==> src/rtl/mbx_pkg.sv <==
package mbx_pkg;
   localparam int unsigned SLOTS    = 6;
   localparam int unsigned WORD_W   = 16;
   localparam int unsigned IDX_W    = 3;
   localparam logic [IDX_W-1:0] FLAG_IDX = 3'd6;
   localparam logic [IDX_W-1:0] CTRL_IDX = 3'd7;
   localparam int unsigned OVW_POS  = 7;
   localparam int unsigned SRST_POS = 6;

   typedef logic [WORD_W-1:0] word_t;
   typedef logic [SLOTS-1:0]  slot_vec_t;

   function automatic slot_vec_t slot_onehot(input logic [IDX_W-1:0] idx, input logic en);
      slot_vec_t v;
      v = '0;
      for (int i = 0; i < SLOTS; i++) begin
         if (en && idx == IDX_W'(i)) v[i] = 1'b1;
      end
      return v;
   endfunction
endpackage

==> src/rtl/mbx_win_decode.sv <==
module mbx_win_decode #(
   parameter int unsigned AW = 14,
   parameter logic [AW-1:0] BASE = '0
) (
   input  logic [AW-1:0]            addr,
   output logic                     hit,
   output logic [mbx_pkg::IDX_W-1:0] idx,
   output logic                     is_slot
);
   import mbx_pkg::*;

   generate
      if (AW < IDX_W) begin : g_bad_aw
         $error("window address must cover eight words");
      end
      if (BASE[IDX_W-1:0] != '0) begin : g_bad_base
         $error("window base must be aligned to eight words");
      end
      if (AW > IDX_W) begin : g_cmp
         assign hit = (addr[AW-1:IDX_W] == BASE[AW-1:IDX_W]);
      end else begin : g_all
         assign hit = 1'b1;
      end
   endgenerate

   assign idx     = addr[IDX_W-1:0];
   assign is_slot = (idx < IDX_W'(SLOTS));
endmodule

==> src/rtl/mbx_flag_state.sv <==
module mbx_flag_state
   import mbx_pkg::*;
(
   input  logic      clk,
   input  logic      rst_n,
   input  slot_vec_t c_set,
   input  slot_vec_t h_set,
   input  slot_vec_t c_rd,
   input  slot_vec_t h_rd,
   input  logic      ctrl_we,
   input  logic      ctrl_ovw,
   input  logic      ctrl_srst,
   output slot_vec_t cflag,
   output slot_vec_t hflag,
   output logic      ovw
);
   logic srst_q;

   always_ff @(posedge clk or negedge rst_n) begin
      if (!rst_n) begin
         srst_q <= 1'b0;
         cflag  <= '0;
         hflag  <= '0;
         ovw    <= 1'b1;
      end else begin
         srst_q <= ctrl_we & ctrl_srst;
         if (ctrl_we) ovw <= ctrl_ovw;
         if (srst_q) begin
            cflag <= '0;
            hflag <= '0;
         end else begin
            cflag <= (cflag & ~h_rd) | c_set;
            hflag <= (hflag & ~c_rd) | h_set;
         end
      end
   end

   assert_srst_clears_R8: assert property (@(posedge clk) disable iff (!rst_n)
      srst_q |=> (cflag == '0 && hflag == '0));

   assert_ovw_only_by_write_R9: assert property (@(posedge clk) disable iff (!rst_n)
      !$stable(ovw) |-> $past(ctrl_we));

   generate
      for (genvar i = 0; i < SLOTS; i++) begin : g_chk
         assert_cflag_rise_R5: assert property (@(posedge clk) disable iff (!rst_n)
            $rose(cflag[i]) |-> $past(c_set[i]));
         assert_cflag_fall_R5: assert property (@(posedge clk) disable iff (!rst_n)
            $fell(cflag[i]) |-> $past(h_rd[i] || srst_q));
         assert_hflag_fall_R5: assert property (@(posedge clk) disable iff (!rst_n)
            $fell(hflag[i]) |-> $past(c_rd[i] || srst_q));
         assert_set_beats_clear_R11: assert property (@(posedge clk) disable iff (!rst_n)
            (c_set[i] && h_rd[i] && !srst_q) |=> cflag[i]);
      end
   endgenerate
endmodule

==> src/rtl/mbx_slot_bank.sv <==
module mbx_slot_bank
   import mbx_pkg::*;
(
   input  logic      clk,
   input  logic      rst_n,
   input  slot_vec_t c_we,
   input  word_t     c_wdata,
   input  slot_vec_t h_we,
   input  logic [1:0] h_be,
   input  word_t     h_wdata,
   output word_t     slot_q [SLOTS]
);
   generate
      for (genvar i = 0; i < SLOTS; i++) begin : g_slot
         always_ff @(posedge clk or negedge rst_n) begin
            if (!rst_n) begin
               slot_q[i] <= '0;
            end else if (c_we[i]) begin
               slot_q[i] <= c_wdata;
            end else if (h_we[i]) begin
               if (h_be[0]) slot_q[i][7:0]  <= h_wdata[7:0];
               if (h_be[1]) slot_q[i][15:8] <= h_wdata[15:8];
            end
         end

         assert_core_wins_R10: assert property (@(posedge clk) disable iff (!rst_n)
            c_we[i] |=> (slot_q[i] == $past(c_wdata)));
      end
   endgenerate
endmodule

==> src/rtl/dual_mailbox.sv <==
module dual_mailbox #(
   parameter int unsigned CORE_AW = 14,
   parameter logic [CORE_AW-1:0] WIN_BASE = 14'h3FE0,
   parameter int unsigned HOST_DW = 16,
   localparam int unsigned HAW = (HOST_DW == 8) ? 4 : 3
) (
   input  logic               clk,
   input  logic               rst_n,
   input  logic               core_req,
   input  logic               core_we,
   input  logic [CORE_AW-1:0] core_addr,
   input  logic [15:0]        core_wdata,
   output logic [15:0]        core_rdata,
   output logic               core_ack,
   input  logic               host_req,
   input  logic               host_we,
   input  logic [HAW-1:0]     host_addr,
   input  logic [HOST_DW-1:0] host_wdata,
   output logic [HOST_DW-1:0] host_rdata,
   output logic               host_ack
);
   import mbx_pkg::*;

   logic             c_hit, c_slot, h_hit, h_slot;
   logic [IDX_W-1:0] c_idx, h_idx;
   slot_vec_t        cflag, hflag, c_oh, h_oh;
   slot_vec_t        c_wr, c_rd, h_wr, h_set, h_clr;
   logic             ovw, c_stall, h_stall, c_done, h_done, c_ctl, h_ctl;
   logic [1:0]       h_be;
   logic             h_full;
   word_t            h_wword, c_word, h_word, flag_word, ctrl_word;
   word_t            slot_q [SLOTS];

   mbx_win_decode #(.AW(CORE_AW), .BASE(WIN_BASE)) u_cdec (
      .addr(core_addr), .hit(c_hit), .idx(c_idx), .is_slot(c_slot));

   mbx_win_decode #(.AW(IDX_W), .BASE(3'd0)) u_hdec (
      .addr(host_addr[HAW-1:HAW-IDX_W]), .hit(h_hit), .idx(h_idx), .is_slot(h_slot));

   // host lane variant: full-word access or byte access with high-byte commit
   generate
      if (HOST_DW == 16) begin : g_wide
         assign h_be       = 2'b11;
         assign h_wword    = host_wdata;
         assign h_full     = 1'b1;
         assign host_rdata = h_word;
      end else if (HOST_DW == 8) begin : g_byte
         logic h_hi;
         assign h_hi       = host_addr[0];
         assign h_be       = h_hi ? 2'b10 : 2'b01;
         assign h_wword    = {host_wdata, host_wdata};
         assign h_full     = h_hi;
         assign host_rdata = h_hi ? h_word[15:8] : h_word[7:0];
      end else begin : g_bad_dw
         $error("HOST_DW must be 8 or 16");
      end
   endgenerate

   // core side handshake
   assign c_oh     = slot_onehot(c_idx, c_hit & c_slot);
   assign c_stall  = core_req & core_we & ~ovw & (|(c_oh & cflag));
   assign core_ack = core_req & ~c_stall;
   assign c_done   = core_req & ~c_stall;
   assign c_wr     = c_oh & {SLOTS{c_done &  core_we}};
   assign c_rd     = c_oh & {SLOTS{c_done & ~core_we}};
   assign c_ctl    = c_done & core_we & c_hit & (c_idx == CTRL_IDX);

   // host side handshake
   assign h_oh     = slot_onehot(h_idx, h_hit & h_slot);
   assign h_stall  = host_req & host_we & ~ovw & (|(h_oh & hflag));
   assign host_ack = host_req & ~h_stall;
   assign h_done   = host_req & ~h_stall;
   assign h_wr     = h_oh & {SLOTS{h_done &  host_we}};
   assign h_set    = h_wr & {SLOTS{h_full}};
   assign h_clr    = h_oh & {SLOTS{h_done & ~host_we & h_full}};
   assign h_ctl    = h_done & host_we & h_hit & (h_idx == CTRL_IDX) & h_be[0];

   mbx_flag_state u_flags (
      .clk(clk), .rst_n(rst_n),
      .c_set(c_wr), .h_set(h_set), .c_rd(c_rd), .h_rd(h_clr),
      .ctrl_we(c_ctl | h_ctl),
      .ctrl_ovw(c_ctl ? core_wdata[OVW_POS] : h_wword[OVW_POS]),
      .ctrl_srst(c_ctl ? core_wdata[SRST_POS] : h_wword[SRST_POS]),
      .cflag(cflag), .hflag(hflag), .ovw(ovw));

   mbx_slot_bank u_bank (
      .clk(clk), .rst_n(rst_n),
      .c_we(c_wr), .c_wdata(core_wdata),
      .h_we(h_wr), .h_be(h_be), .h_wdata(h_wword),
      .slot_q(slot_q));

   assign flag_word = {2'b00, cflag, 2'b00, hflag};
   assign ctrl_word = {8'h00, ovw, 1'b0, cflag};

   always_comb begin
      c_word = '0;
      if (c_hit) begin
         if (c_idx == FLAG_IDX)      c_word = flag_word;
         else if (c_idx == CTRL_IDX) c_word = ctrl_word;
         else begin
            for (int i = 0; i < SLOTS; i++) if (c_idx == IDX_W'(i)) c_word = slot_q[i];
         end
      end
   end
   assign core_rdata = c_word;

   always_comb begin
      h_word = '0;
      if (h_idx == FLAG_IDX)      h_word = flag_word;
      else if (h_idx == CTRL_IDX) h_word = ctrl_word;
      else begin
         for (int i = 0; i < SLOTS; i++) if (h_idx == IDX_W'(i)) h_word = slot_q[i];
      end
   end

   generate
      for (genvar i = 0; i < SLOTS; i++) begin : g_hold
         assert_core_unread_kept_R7: assert property (@(posedge clk) disable iff (!rst_n)
            (!ovw && cflag[i] && !h_wr[i]) |=> $stable(slot_q[i]));
         assert_host_unread_kept_R7: assert property (@(posedge clk) disable iff (!rst_n)
            (!ovw && hflag[i] && !c_wr[i]) |=> $stable(slot_q[i]));
      end
   endgenerate
endmodule

==> config.mk <==
export PLATFORM = sky130hd
export DESIGN_NAME = dual_mailbox
export DESIGN_NICKNAME = d
export VERILOG_FILES = /design/src/rtl/mbx_pkg.sv /design/src/rtl/mbx_win_decode.sv /design/src/rtl/mbx_flag_state.sv /design/src/rtl/mbx_slot_bank.sv /design/src/rtl/dual_mailbox.sv
export SDC_FILE = /design/constraint.sdc
export NUM_CORES = 1
export LEC_CHECK = 0
export BUFFER_PORTS_ARGS = -buffer_cell sky130_fd_sc_hd__clkbuf_2
export CAP_MARGIN = 20
export CELL_PAD_IN_SITES_DETAIL_PLACEMENT = 1
export CELL_PAD_IN_SITES_GLOBAL_PLACEMENT = 2
export CORE_MARGIN = 5
export CORE_UTILIZATION = 35
export CTS_CLUSTER_DIAMETER = 40
export CTS_CLUSTER_SIZE = 25
export DETAILED_ROUTE_END_ITERATION = 10
export PLACE_DENSITY_LB_ADDON = 0.1
export SETUP_SLACK_MARGIN = 0.15
export SYNTH_ARGS = -nofsm -noshare
export SYNTH_HDL_FRONTEND = slang
export SYNTH_HIERARCHICAL = 1
export SYNTH_SLANG_ARGS = --single-unit
==> constraint.sdc <==
create_clock -name clk -period 2.1 [get_ports clk]
set_input_delay 0.21 -clock clk [delete_from_list [all_inputs] [get_ports clk]]
set_output_delay 0.21 -clock clk [all_outputs]
set_load 0.05 [all_outputs]
==> Yosys cells after proc, flatten, opt, wreduce, memory -nomap -nowiden <==
Index checks and enable logic that the tools add are counted.
Widths: inputs -> output; s select.
{ "totals": {"regBits": 110, "in_bits": 55, "out_inout_bits": 34, "elab_cells": 129} }
{ "op_classes": {"magnitude_cmp": 2, "eq_ne": 15, "n_mux": 45, "bitwise": 35, "n_reduce_logical": 22} }
{ "ops": {"columns": ["cell", "n"], "rows": [
  ["$mux 16", 29],
  ["$and 6x6->6", 8],
  ["$eq 3x3->1 const B", 8],
  ["$and 1x1->1", 17],
  ["$mux 1", 14],
  ["$eq 3x2->1 const B", 4],
  ["$logic_and 1x1->1", 12],
  ["$mux 6", 2],
  ["$not 6->6", 2],
  ["$or 6x6->6", 2],
  ["$reduce_bool 2->1", 6],
  ["$reduce_or 6->1", 2],
  ["$eq 11x11->1 const B", 1],
  ["$eq 3x1->1 const B", 2],
  ["$logic_not 3->1", 2],
  ["$lt 3x3->1 const B", 2],
  ["$not 1->1", 5],
  ["$or 1x1->1", 1]
]} }

==> Logic depth before layout (Yosys ltp) <==
Gate-level depths: netlist of the first run.
{ "logic_depth": {"ltp_word": 15, "ltp_mapped": 11} }

==> Modules after synthesis <==
Netlist of the first run, hierarchy kept.
{ "by_module_without_submodules": {"columns": ["mod", "n_inst", "cells_per_inst", "area_per_inst_um2", "seq_area_each_um2"], "rows": [
  ["mbx_slot_bank", 1, 558, 6138.4, 2402.3],
  ["dual_mailbox", 1, 356, 2703.8, 0.0],
  ["mbx_flag_state", 1, 53, 565.5, 351.6],
  ["mbx_win_decode at u_cdec", 1, 8, 58.8, 0.0],
  ["mbx_win_decode at u_hdec", 1, 6, 37.5, 0.0]
]} }

==> Worst setup path before layout of the first run <==
OpenSTA, ideal clock, no wires.
{ "synth_path": {"path_type": "input-to-output", "start": "input port core_addr[3]", "end": "output port core_rdata[14]", "arrival_ps": 2209, "t_required_ps": 1890, "path_slack_ps": -319, "cell_stages": 5, "n_path_buf": 1, "path_cell_list": "nand4bb_1 -> nor3_2 -> clkbuf_1 -> nand2_1 -> a211oi_1"} }
{ "synth_via": {"elab_chain_cells": 2} }
{ "synth_lines": {"columns": ["element", "line", "rtl"], "rows": [
  ["start, declared", "dual_mailbox.sv:11", "input logic [CORE_AW-1:0] core_addr,"],
  ["$eq 11x11->1", "mbx_win_decode.sv:20", "assign hit = (addr[AW-1:IDX_W] == BASE[AW-1:IDX_W]);"],
  ["named net c_hit", "dual_mailbox.sv:24", "logic c_hit, c_slot, h_hit, h_slot;"],
  ["$mux 16", "dual_mailbox.sv:97", "if (c_hit) begin"],
  ["end, declared", "dual_mailbox.sv:13", "output logic [15:0] core_rdata,"]
]} }
The timed path passes the listed nets, and every way through them passes these cells.

==> Final worst setup path of the first run <==
{ "layout_path": {"start": "register u_flags.cflag[1]", "end": "register u_bank/slot_q[72] (netlist name)"} }
{ "layout_via": {"elab_chain_cells": 8} }
{ "layout_lines": {"columns": ["element", "line", "rtl"], "rows": [
  ["start, declared", "mbx_flag_state.sv:13", "output slot_vec_t cflag,"],
  ["start signal, assigned", "mbx_flag_state.sv:32", "cflag <= (cflag & ~h_rd) | c_set;"],
  ["$and 6x6->6 *", "dual_mailbox.sv:61", "assign c_stall = core_req & core_we & ~ovw & (|(c_oh & cflag));"],
  ["$reduce_or 6->1 *", "dual_mailbox.sv:61", null],
  ["$and 1x1->1 *", "dual_mailbox.sv:61", null],
  ["$not 1->1 *", "dual_mailbox.sv:63", "assign c_done = core_req & ~c_stall;"],
  ["$and 1x1->1 *", "dual_mailbox.sv:63", null],
  ["$and 1x1->1 *", "dual_mailbox.sv:64", "assign c_wr = c_oh & {SLOTS{c_done & core_we}};"],
  ["$and 6x6->6 *", "dual_mailbox.sv:64", null],
  ["named net c_wr[1]", "dual_mailbox.sv:27", "slot_vec_t c_wr, c_rd, h_wr, h_set, h_clr;"],
  ["$mux 16 / $reduce_bool 2->1 (equally long branches)", null, null],
  ["end signal, assigned by index", "mbx_slot_bank.sv:19", "slot_q[i] <= c_wdata;"],
  ["end signal, assigned by index", "mbx_slot_bank.sv:21", "if (h_be[0]) slot_q[i][7:0] <= h_wdata[7:0];"],
  ["end signal, assigned by index", "mbx_slot_bank.sv:22", "if (h_be[1]) slot_q[i][15:8] <= h_wdata[15:8];"],
  ["end, declared", "mbx_slot_bank.sv:11", "output word_t slot_q [SLOTS]"]
]} }
Mark *: on every way through the listed nets, which the timed path passes. The rest lies on a longest branch.
A chain may end at the register's enable or synchronous reset.

==> metrics, run 1 <==
fill count 2,938; worst vdd ir 0.333 mV; Max Cap Viol 0; H-tree Lvls 3; total design power approximately 7.4 mW; IO Port Bufs between 80 and 90; average size of a mapped cell approximately 9.7 µm²; Worst EP required 2.35 ns; HPWL Detailed between 20,000 and 30,000 µm; Longest Clk Path Bufs 2; crit end category flop; Synth Area in Compound Gates 23.7%; Cells after Synth approximately 1,000; Final Slew Violations 0; initial DRC count 670; Buf+Inv Stages, Crit Path 3; via count between 9,000 and 10,000; CTS buffer count 9; switching power approximately 2.7 mW; Crit Path Category reg2reg; Commonest cells post-synth nand2_1 (150), inv_1 (111), dfrtp_1 (109); Top Ports 89; vias in the first global route 8,990; routability cong. 0.837; Slew HR between 60% and 70%; CTS root buf clkbuf_16; residual DRC count 0; CP startpoint kind flop; cell taking the most area after synthesis dfrtp_1; Fin. Hold Viols 0; Die W 175 µm; Post-synth EDFFs 0; TritonCTS clock tree yes; Yosys top cell area share 28.7%; GRT overflow 0; Vias/cell 6.02; # setup viols final 0; gr usage total 25.5%; Synth Register Bits 110; first-pass GRT wire length 59,400 µm; status finished clean; PwrDens between 500 and 600 nW/µm²; largest cells by area after synthesis dfrtp_1 (29%), o311ai_2 (16%), nand4b_1 (9.0%), nand2_1 (5.9%), mux2i_1 (4.5%); Die Y 175 µm; synth warn 6; FF/Latch Area 2760 µm²; R2R depth 9; slowest stage cell, crit path dfrtp_1; worst setup margin 0.0409 ns; Setup Slack @ Placement -0.216 ns; Pint 4.69 mW; Cell Rows 60; largest net degree at the start of global routing 55; hold depth 3; Core ar. 26,900 µm²; clk sinks 110; Fmax 486 MHz; Clock power frac 25.8%; mux share of post-synthesis cell area 12.2%; drt wl/cell 29.0 µm; TritonRoute pass-1 iters 6; Comb pwr share 35.1%; Seq/Total Area, Yosys between 20 and 30%; layout cells sized above 1 48.5%; CP arrival about 2.3 ns; full die area 30,500 µm²; sequential share of power 39.1%; Starting Density 35.4%; worst hold path class in2reg; Crit Path Max Fanout 6; delay-heaviest family, CP buffers and inverters; simple logic cell fraction of the synthesized area 22.3%; measured slew at the worst slew-check pin 0.584 ns; count leader, synth nand2_1; Synth Cell Area 9500 µm²; Clock Latency Late Sink 0.37 ns; largest family of logic cells by synthesized area compound AO/OA/AOI/OAI gates; Final Cycle Share 98.1%; Nets 1,224; Post-Synth Adder-Cell Area 0%; Crit. path cell count 9; Top FF cell, synth dfrtp_1; Routed Antenna Nets 0; number of diodes 0; crit path time final 2.06 ns; Layout area overhead 40.2%; CP Cell Sequence mux2_4 > a21oi_4 > buf_4 > a21oi_2 > nor3_4 > buf_12 > bufbuf_16 > nand4b_1 > o311ai_2; Detailed Route WL ~44,000 µm; CTS clk-pin slew, worst paths 0.09 ns; Post-Synth XOR/XNOR Area 0%; Switching Share between 30 and 40%; RSZ-0062 raised after global routing true; Clock Skew 0.0126 ns; CP max stage delay 0.39 ns; asr flop ratio synth 100%; Multi-input gate area 6260 µm²; Unique masters post-synth 66; initial antenna violation count 0; Pleak 5.42 nW
[power by group through the flow]
| stage | Clock [mW] | Combinational (mW) | Sequential, mW |
|---|---|---|---|
| after floorplan | 0 | 1.49 | 2.72 |
| after global placement | 0 | 2.03 | 2.90 |
| after detailed placement | 0 | 2.06 | 2.91 |
| after CTS | 1.92 | 2.34 | 2.85 |
| after global routing | 2.00 | 2.74 | 2.92 |
| final | 1.90 | 2.58 | 2.88 |
[layout by cell type, fill, tap and decap left out, types with 19 or more instances in the layout]
cell type    n
buf_4      106
mux4_2      19
nor2_1      29
buf_6       44
nand2_2     42
o311ai_2    82
dfrtp_1    106
a21oi_1     27
mux2i_1     41
inv_1      109
nand2b_1    19
buf_12      42
nand2_1    103
nand4b_1    98
clkbuf_2    51
clkbuf_16   23
[cell type report]
| class | count | share of cell area [%] |
|---|---|---|
| clock buffers | 10 | 1.72 |
| clock inverters | 6 | 0.526 |
| well taps | 341 | 3.20 |
| repair buffers | 283 | 23.7 |
| inverters | 111 | 3.19 |
| multi-input cells | 654 | 47.0 |
| flip-flops and latches | 110 | 20.7 |
[through the flow]
stage / instance area (µm²) / std cells / utilization (%) / setup TNS, ns / hold slack (ns)
floorplan: 9690 / 982 / - / -0.864 / -0.0856
global placement: 11000 / 1418 / 41.0 / -6.28 / 0.228
detailed placement: 11000 / 1418 / 41.0 / -10.20 / 0.222
CTS: 12200 / 1474 / 45.5 / 0 / 0.170
global route: 13300 / 1515 / 49.6 / -0.340 / 0.189
finish: 13300 / 1515 / 49.6 / 0 / 0.171
[worst reg2reg max path: cells and delay by family (launching register included)]
family	cells	cell delay, ns
buffers and inverters	3	0.59
muxes	1	0.30
and+or+nand+nor	2	0.33
AOI/OAI and AO/OA	3	0.35
DFF	1	0.39
[final timing paths]
path                              startpoint                end  slack, ns
max                         u_flags/cflag[1]  u_bank/slot_q[72]       0.04
min                           core_wdata[13]  u_bank/slot_q[93]       0.17
max reg2reg                 u_flags/cflag[1]  u_bank/slot_q[72]       0.04
min reg2reg                u_bank/slot_q[65]  u_bank/slot_q[65]       0.60
max in group asynchronous              rst_n        u_flags/ovw       1.09
min in group asynchronous              rst_n  u_bank/slot_q[57]       0.37
[kinds of logic (layout without fill, tap and decap cells)]
group / count (synthesis) / in the layout
multiplexers: 85 / 85
other: 2 / 3
AO/OA/AOI/OAI: 199 / 199
flip-flops: 110 / 110
buffers and inverters: 218 / 410
AND/OR/NAND/NOR: 367 / 367
[what timing repair did]
action,4_1_cts,5_1_grt
gates resized for setup,103,141
pin swaps,27,51
hold buffers,1,0
setup buffers,35,24
endpoints found under the setup margin,93,131
endpoints found under the hold margin,29,0
cloned,4,17
[registers in the layout (all words and copies together), names as in the netlist]
| name | count |
|---|---|
| u_flags/cflag | 6 |
| u_bank/slot_q | 96 |
| u_flags/ovw | 1 |
| u_flags/hflag | 6 |
| u_flags/srst_q | 1 |
[metal layers]
layer | routed length (µm) | share of wire [%] | track usage (%)
met2 | 18900 | 43 | 38.5
met1 | 21000 | 48 | 38.5
met4 | 1010 | 2.3 | 5.50
met3 | 2970 | 6.8 | 4.02
met5 | 0 | 0 | 0
Note: power is estimated with default switching activity, not from simulation.
==> run 2: changes to the inputs <==
--- a/config.mk
+++ b/config.mk
@@ -10,7 +10,8 @@
 export CELL_PAD_IN_SITES_DETAIL_PLACEMENT = 1
 export CELL_PAD_IN_SITES_GLOBAL_PLACEMENT = 2
 export CORE_MARGIN = 5
-export CORE_UTILIZATION = 35
+export CORE_UTILIZATION = 36
+export CTS_BUF_LIST = sky130_fd_sc_hd__clkbuf_4
 export CTS_CLUSTER_DIAMETER = 40
 export CTS_CLUSTER_SIZE = 25
 export DETAILED_ROUTE_END_ITERATION = 10
==> metrics, run 2 (synthesized netlist as in run 1, its figures left out) <==
Layout Utilization 52.8%; CTS buffer count 9; number of flip-flops in the largest register 96; crit end category flop; CP startpoint kind flop; Pint 4.33 mW; Final Slew Violations 0; measured slew at the worst slew-check pin approximately 0.73 ns; worst vdd ir 0.373 mV; Routed Antenna Nets 0; Core ar. between 20,000 and 30,000 µm²; HPWL Detailed 27,200 µm; delay-heaviest family, CP buffers and inverters; drt wl/cell ~31 µm; sequential share of power 41.1%; Vias/cell around 6.2; Cells after DPL 1,407; Switching Share 37.7%; # setup viols final 96; worst setup margin -0.140 ns; switching power 2.62 mW; largest net degree at the start of global routing 111; routability cong. 0.841; H-tree Lvls 3; layout cells sized above 1 50.8%; Comb pwr share 39.1%; full die area 29,700 µm²; FF/Latch Area around 2800 µm²; CP max stage delay 0.40 ns; Biggest register u_bank/slot_q; Buf+Inv Stages, Crit Path 6; Die W 172 µm; Starting Density 36.5%; worst hold path class in2reg; gr usage total 29.9%; Top Ports 89; Crit Path Category reg2reg; via count 9,516; PwrDens 505 nW/µm²; most frequent cells in the layout buf_4 (121), dfrtp_1 (108), inv_1 (107); CTS root buf clkbuf_4; Multi-input gate area 6310 µm²; Nets 1,253; IO Port Bufs 88; clk sinks 110; Fin Hold WS 0.0303 ns; crit-path most repeated cell buf_6; slowest stage cell, crit path dfrtp_1; TritonCTS clock tree yes; residual DRC count 0; initial antenna violation count 1; first-pass GRT wire length 64,900 µm; Fin. Hold Viols 0; Longest Clk Path Bufs 2; Detailed Route WL 47,600 µm; status finished, violations left; Clock power frac around 20%; Final Cycle Share 107%; Clock Skew 0.0222 ns; CP Cell Sequence and4bb_2 > a21oi_4 > buf_6 > buf_6 > buf_6 > o22ai_1 > nor3_4 > buf_12 > buf_12 > buf_16 > o311ai_2; most common cell after layout, fill and taps aside buf_4; Max Cap Viol 0; Setup Slack @ Placement -0.197 ns; RSZ-0062 raised after global routing true; Cell Rows 59; Pleak 5.64 nW; Worst EP required 2.53 ns; vias in the first global route 9,520; TritonRoute pass-1 iters 5; Die Y 172 µm; failing checks negative setup slack; Regs by FF count u_bank/slot_q x96, u_flags/cflag x6, u_flags/hflag x6; crit path time final 2.24 ns; Fmax 446 MHz; Clock Latency Late Sink 0.53 ns; Layout area overhead 44.7%; total design power around 6.9 mW; Crit Path Max Fanout 12; fill count 2,777; initial DRC count 1,004; GRT overflow 0; Finished Layout Cells 1,539; CTS clk-pin slew, worst paths around 0.20 ns; CP arrival 2.67 ns; Slew HR a little over 50%
[run 2: cell count changes in the layout (fill, tap and decap cells not counted), sizes merged]
cell | previous run | this run
buf | 212 | 243
bufinv | 1 | 2
clkinvlp | 3 | 1
clkinv | 2 | 1
bufbuf | 1 | 0
diode | 0 | 1
clkbuf | 79 | 80
[run 2: per-stage QoR]
step / cell area, µm² / setup TNS, ns
after floorplan: 9690 / -0.864
after global placement: 10900 / -6.44
after detailed placement: 10900 / -9.01
after CTS: 12900 / -1.70
after global routing: 13800 / -11.66
final: 13800 / -6.07
[run 2: area by class of cell]
type	instances	area share, %
clock inverters	4	0.519
diodes	1	0.0182
multi-input cells	654	45.9
repair buffers	312	26.8
clock buffers	12	0.655
flip-flops and latches	110	20.0
inverters	111	3.07
well taps	335	3.05
[run 2: per-layer routing]
metal | part of all wire [%] | global-route usage, %
met4 | 3.4 | 8.82
met5 | 0 | 0
met3 | 8.3 | 5.83
met1 | 44 | 43.3
met2 | 44 | 45.2
[run 2: path summary, 6_finish.rpt]
path / from / endpoint / slack [ns] / cells past startpoint
worst max register to register: u_flags/cflag[4] / u_bank/slot_q[23] / -0.14 / 11
max in group asynchronous: rst_n / u_bank/slot_q[52] / 1.27 / 3
worst max-delay path: u_flags/cflag[4] / u_bank/slot_q[23] / -0.14 / 11
worst min-delay path: core_wdata[14] / u_bank/slot_q[94] / 0.03 / 3
worst min register to register: u_bank/slot_q[45] / u_bank/slot_q[45] / 0.62 / 2
min in group asynchronous: rst_n / u_bank/slot_q[72] / 0.28 / 3
[run 2: power by group through the flow]
stage                     sequential [mW]  clock, mW  combinational (mW)
after floorplan                      2.72          0                1.49
after global placement               2.88          0                2.05
after detailed placement             2.88          0                2.08
after CTS                            2.82       1.37                2.47
after global routing                 2.88       1.45                2.86
final                                2.85       1.38                2.72
[run 2: tightest hold or removal path, delay by kind of cell]
family,cells,cell delay [ns]
AO/OA/AOI/OAI,1,0.06
AND/OR/NAND/NOR,1,0.07
buffers and inverters,1,0.20
[run 2: repair_timing]
| item | CTS | global route |
|---|---|---|
| endpoints found under the setup margin | 122 | 138 |
| gates resized for setup | 197 | 88 |
| setup buffers | 64 | 20 |
| hold endpoints to repair | 109 | 0 |
| cloned | 19 | 11 |
| pin swaps | 63 | 34 |
| hold buffers | 1 | 0 |
